$ cat src/rtl/msr_hop_router.sv
module msr_hop_router #(
  parameter int NREG = 4,
  parameter logic [6:0] ATTACHED = 7'b0111111
) (
  input  logic         clk,
  input  logic         rst_n,
  input  logic         up_req_valid,
  output logic         up_req_ready,
  input  logic         up_req_write,
  input  logic [31:0]  up_req_addr,
  input  logic [63:0]  up_req_wdata,
  output logic         up_rsp_valid,
  input  logic         up_rsp_ready,
  output logic [63:0]  up_rsp_rdata,
  output logic         up_rsp_err,
  output logic [6:0]   dn_req_valid,
  input  logic [6:0]   dn_req_ready,
  output logic         dn_req_write,
  output logic [31:0]  dn_req_addr,
  output logic [63:0]  dn_req_wdata,
  input  logic [6:0]   dn_rsp_valid,
  output logic [6:0]   dn_rsp_ready,
  input  logic [447:0] dn_rsp_rdata,
  input  logic [6:0]   dn_rsp_err
);
  localparam int RW = $clog2(NREG);
  localparam logic [7:0] LIVE = {ATTACHED, 1'b0};

  typedef enum logic [1:0] {IDLE, FWD, WAIT, RESP} st_t;
  st_t st;

  logic [2:0]  port_q;
  logic [31:0] addr_q;
  logic        write_q;
  logic [63:0] wdata_q;
  logic [63:0] rsp_data;
  logic        rsp_err;
  logic [63:0] regs [NREG];

  wire  [2:0] in_port = up_req_addr[31:29];
  wire        accept  = up_req_valid && up_req_ready;
  wire        loc_hit = up_req_addr[13:0] < 14'(NREG);
  wire  [RW-1:0] loc_idx = up_req_addr[RW-1:0];
  wire  [2:0] pidx = port_q - 3'd1;
  wire  [6:0] psel = 7'd1 << pidx;

  assign up_req_ready = (st == IDLE);
  assign up_rsp_valid = (st == RESP);
  assign up_rsp_rdata = rsp_data;
  assign up_rsp_err   = rsp_err;
  assign dn_req_valid = (st == FWD)  ? psel : 7'd0;
  assign dn_rsp_ready = (st == WAIT) ? psel : 7'd0;
  assign dn_req_addr  = addr_q;
  assign dn_req_write = write_q;
  assign dn_req_wdata = wdata_q;

  always_ff @(posedge clk) begin
    if (!rst_n) begin
      st       <= IDLE;
      port_q   <= '0;
      addr_q   <= '0;
      write_q  <= 1'b0;
      wdata_q  <= '0;
      rsp_data <= '0;
      rsp_err  <= 1'b0;
      for (int i = 0; i < NREG; i++) regs[i] <= '0;
    end else begin
      case (st)
        IDLE: if (accept) begin
          port_q  <= in_port;
          addr_q  <= {up_req_addr[28:14], 3'b000, up_req_addr[13:0]};
          write_q <= up_req_write;
          wdata_q <= up_req_wdata;
          if (in_port == 3'd0) begin
            rsp_err  <= 1'b0;
            rsp_data <= (!up_req_write && loc_hit) ? regs[loc_idx] : 64'd0;
            if (up_req_write && loc_hit) regs[loc_idx] <= up_req_wdata;
            st <= RESP;
          end else if (!LIVE[in_port]) begin
            rsp_err  <= 1'b1;
            rsp_data <= '0;
            st <= RESP;
          end else begin
            st <= FWD;
          end
        end
        FWD:  if (dn_req_ready[pidx]) st <= WAIT;
        WAIT: if (dn_rsp_valid[pidx]) begin
          rsp_data <= dn_rsp_rdata[int'(pidx)*64 +: 64];
          rsp_err  <= dn_rsp_err[pidx];
          st <= RESP;
        end
        RESP: if (up_rsp_ready) st <= IDLE;
        default: st <= IDLE;
      endcase
    end
  end

  assert_one_port_R1: assert property (@(posedge clk) disable iff (!rst_n)
    $onehot0(dn_req_valid));

  assert_shift_R2: assert property (@(posedge clk) disable iff (!rst_n)
    (accept && LIVE[in_port]) |=>
      dn_req_addr == {$past(up_req_addr[28:14]), 3'b000, $past(up_req_addr[13:0])});

  assert_empty_err_R5: assert property (@(posedge clk) disable iff (!rst_n)
    (accept && in_port != 3'd0 && !LIVE[in_port]) |=>
      up_rsp_valid && up_rsp_err && dn_req_valid == 7'd0);

  assert_single_R7: assert property (@(posedge clk) disable iff (!rst_n)
    up_rsp_valid |-> !up_req_ready);

  assert_hold_rsp_R8: assert property (@(posedge clk) disable iff (!rst_n)
    (up_rsp_valid && !up_rsp_ready) |=>
      up_rsp_valid && $stable(up_rsp_rdata) && $stable(up_rsp_err));

  assert_hold_req_R8: assert property (@(posedge clk) disable iff (!rst_n)
    (|(dn_req_valid & ~dn_req_ready)) |=>
      $stable(dn_req_valid) && $stable(dn_req_addr));
endmodule

$ cat config.mk
export PLATFORM = sky130hd
export DESIGN_NAME = msr_hop_router
export DESIGN_NICKNAME = d
export VERILOG_FILES = /design/src/rtl/msr_hop_router.sv
export SDC_FILE = /design/constraint.sdc
export NUM_CORES = 1
export LEC_CHECK = 0
export BUFFER_PORTS_ARGS = -buffer_cell sky130_fd_sc_hd__buf_4
export CAP_MARGIN = 15
export CORE_AREA = 2 2 292 294
export DETAILED_ROUTE_END_ITERATION = 6
export DIE_AREA = 0 0 294 296
export GPL_ROUTABILITY_DRIVEN = 0
export HOLD_SLACK_MARGIN = 0.02
export SYNTH_ARGS = -nofsm -noshare
export SYNTH_HDL_FRONTEND = slang
export SYNTH_SLANG_ARGS = --single-unit
$ cat constraint.sdc
create_clock -name clk -period 8.2 [get_ports clk]
set_input_delay 0.41 -clock clk [delete_from_list [all_inputs] [get_ports clk]]
set_output_delay 0.41 -clock clk [all_outputs]
set_load 0.1 [all_outputs]
==> impl_metrics.ini <==
[hold_path]
hp-class = input port to flop

[critical_path]
r2r-end = regs[1][21]
crit_fanout = 65
reg2regPathDepth = 8
arrival_ns = 4.36
crit_path_start = st[0]
critPathRequiredTime_ns = 8.44
reg2reg_from = st[0]
start_kind = flop
r2r_slack_ns = 4.08
crit_type = flop to flop
critPathCapture = regs[1][21]
crit_path_end_kind = flop

[detailed_routing]
first_pass_iters = 5
detailroute.via_count = 17300
ant_nets = 0
drc = 0
initialDrtViolationCount = 1252
finalWirelength_mm = 85.3
viasPerCell = 4.82
wire_per_inst_um = 23.8

[sta]
worst_pin_slew_ns = 1.05
final.setup.tns_ns = 0
maxSlewViolCount = 0
maxSlewHeadroom_pct = 29.7
fin_crit_sh_pct = 50.3
max_clock_freq_mhz = 242
rsz0062_at_grt = no
hold_viol_final = 0
period_minus_slack_ns = 4.12
fin_skew_ns = 0.0180
setup_viol = 0

[clock_tree]
root_buffer = clkbuf_16
clock_path_buffers = 3
ctsHtreeMaxLevel = 2
cts_made_buffers = 52
cts_resized = 0
path_clk_slew_ns = 0.06
cts_tree = built
insertion_delay_ns = 0.59
post_cts_buffers = 0
clock_sinks = 420
hold_buffers = 0

[die]
start_util_pct = 24.8
rows = 107
die_w_um = 294
dieArea_sq_mm = 0.0870
io_pins = 748
die_y_um = 296
core-area_sq_mm = 0.0842

[yosys]
avgSynthCellArea_sq_um = 11.6
synth-edff-count = 256
syn_area_sq_mm = 0.0208
seq_area_frac_synth_pct = 52.6
synth_ff_type = edfxtp_1
synth_cell_types = 38
ys_async_sr_fraction_pct = 0
synthCells = 1797
synth-seq-cells = 420
yosys_warnings = 0

[layout]
layout_commonest_cell = buf_4
fin_nets = 3038
drive_above_1_share_pct = 42.5
final_cell_mix = 770 x buf_4, 290 x a21oi_1, 264 x and2_1, 256 x edfxtp_1, 200 x nand2_1
instances_no_fill = 3591
syn2layout_area_growth_pct = 40.2
fin_area_sq_mm = 0.0292

[power_and_ir_drop]
leakage_nw = 11.5
power.density_mw_per_mm2 = 317
power_mw = 9.27
vdd_drop_max_uv = 176

[job]
maxCapViolations = 0

[grt]
grt_max_degree = 73
grt_overflow = 0
grt_pass1_vias = 17200
antenna_found_initial = 13
grt_pass1_wl_mm = 119
gr-usage-all-layers_pct = 18.8

[placed_design]
io_buffers = 744
placed_area_sq_mm = 0.0274
dp_cells = 3494
hpwl_mm = 61.1

[run_status]
status = complete, no violations
-- how the worst min path moves through the flow --
stage                     startpoint               end  slack (ns)  cells past startpoint
floorplan                  port_q[2]         port_q[2]        0.44                      2
global placement    dn_req_wdata[61]  dn_req_wdata[61]        0.44                      2
detailed placement   dn_req_addr[12]   dn_req_addr[12]        0.45                      2
CTS                  up_req_addr[24]   dn_req_addr[27]        0.02                      3
global route         up_req_addr[27]   dn_req_addr[30]        0.05                      3
finish               up_req_addr[22]   dn_req_addr[25]        0.07                      3
-- through the flow --
stage / utilization, % / hold slack, ns / worst slack, ns
finish: 34.7 / 0.0714 / 4.08
global route: 34.7 / 0.0501 / 3.76
CTS: 34.7 / 0.0228 / 3.60
detailed placement: 32.6 / 0.447 / 3.64
global placement: 32.6 / 0.442 / 3.74
floorplan: - / 0.441 / 1.11
-- routing by layer --
metal  global-route usage (%)  part of all wire [%]  up-vias
met5                        0                  0.11        -
met4                     5.31                   2.3       14
met3                     5.64                   8.9      101
met2                     29.3                    46      694
met1                     25.2                    43     8527
li1                         -                     -     7963
-- kinds of logic after synthesis --
group | Yosys count | synth area share, %
adders and majority gates | 9 | 0.540
other | 1 | 0.0180
muxes | 200 | 17.8
DFF | 420 | 52.6
buffers and inverters | 174 | 3.56
and+or+nand+nor | 497 | 12.6
AOI/OAI and AO/OA | 496 | 12.8
-- registers in the layout, indices dropped and copies added (netlist names) --
name / flops
dn_req_addr: 29
dn_req_wdata: 64
dn_req_write: 1
port_q: 3
regs: 256
st: 2
up_rsp_err: 1
up_rsp_rdata: 64
-- power breakdown --
group	internal (mW)	switching, mW	leakage (nW)
Sequential	2.52	0.149	3.99
Combinational	1.07	3.12	6.68
Clock	1.47	0.933	0.854
Total	5.07	4.21	11.5
-- cell usage after synthesis (2+ instances only) --
cell | count | area share (%)
mux2_2 | 66 | 3.6
nor2b_1 | 3 | 0.090
a221oi_1 | 4 | 0.17
a21oi_1 | 290 | 7.0
edfxtp_1 | 256 | 37
mux4_2 | 130 | 14
nand3_1 | 3 | 0.072
and2_1 | 265 | 8.0
and3_1 | 8 | 0.24
a22oi_1 | 64 | 2.3
o21ai_0 | 96 | 2.3
clkbuf_1 | 110 | 2.0
buf_1 | 7 | 0.13
buf_4 | 11 | 0.40
nand2b_1 | 4 | 0.12
o21ai_1 | 36 | 0.86
dfxtp_1 | 164 | 16
nor4_1 | 4 | 0.12
buf_2 | 38 | 0.91
nor3_1 | 2 | 0.048
o211ai_1 | 2 | 0.072
mux2i_1 | 4 | 0.19
nand2_1 | 201 | 3.6
ha_1 | 9 | 0.54
inv_1 | 7 | 0.13
-- final cells by class --
| class | instances | area, sq um |
|---|---|---|
| clock inverter | 30 | 384 |
| fill | 8401 | 55000 |
| timing repair buffer | 772 | 5820 |
| tap | 1090 | 1360 |
| clock buffer | 65 | 1380 |
| sequential | 420 | 11000 |
| antenna | 1 | 2.50 |
| multi-input combinational | 1205 | 9260 |
| inverter | 8 | 32.5 |
-- worst max-delay path: stages, from the launching register on --
cell and delay [ns]:
dfxtp_1 0.32, inv_1 0.13, ha_1 0.38, and2_4 0.63
and3_1 0.32, nor3b_4 0.20, and3b_4 0.82, nand2b_4 0.47
buf_16 0.34
Note: power is estimated with default switching activity, not from simulation.
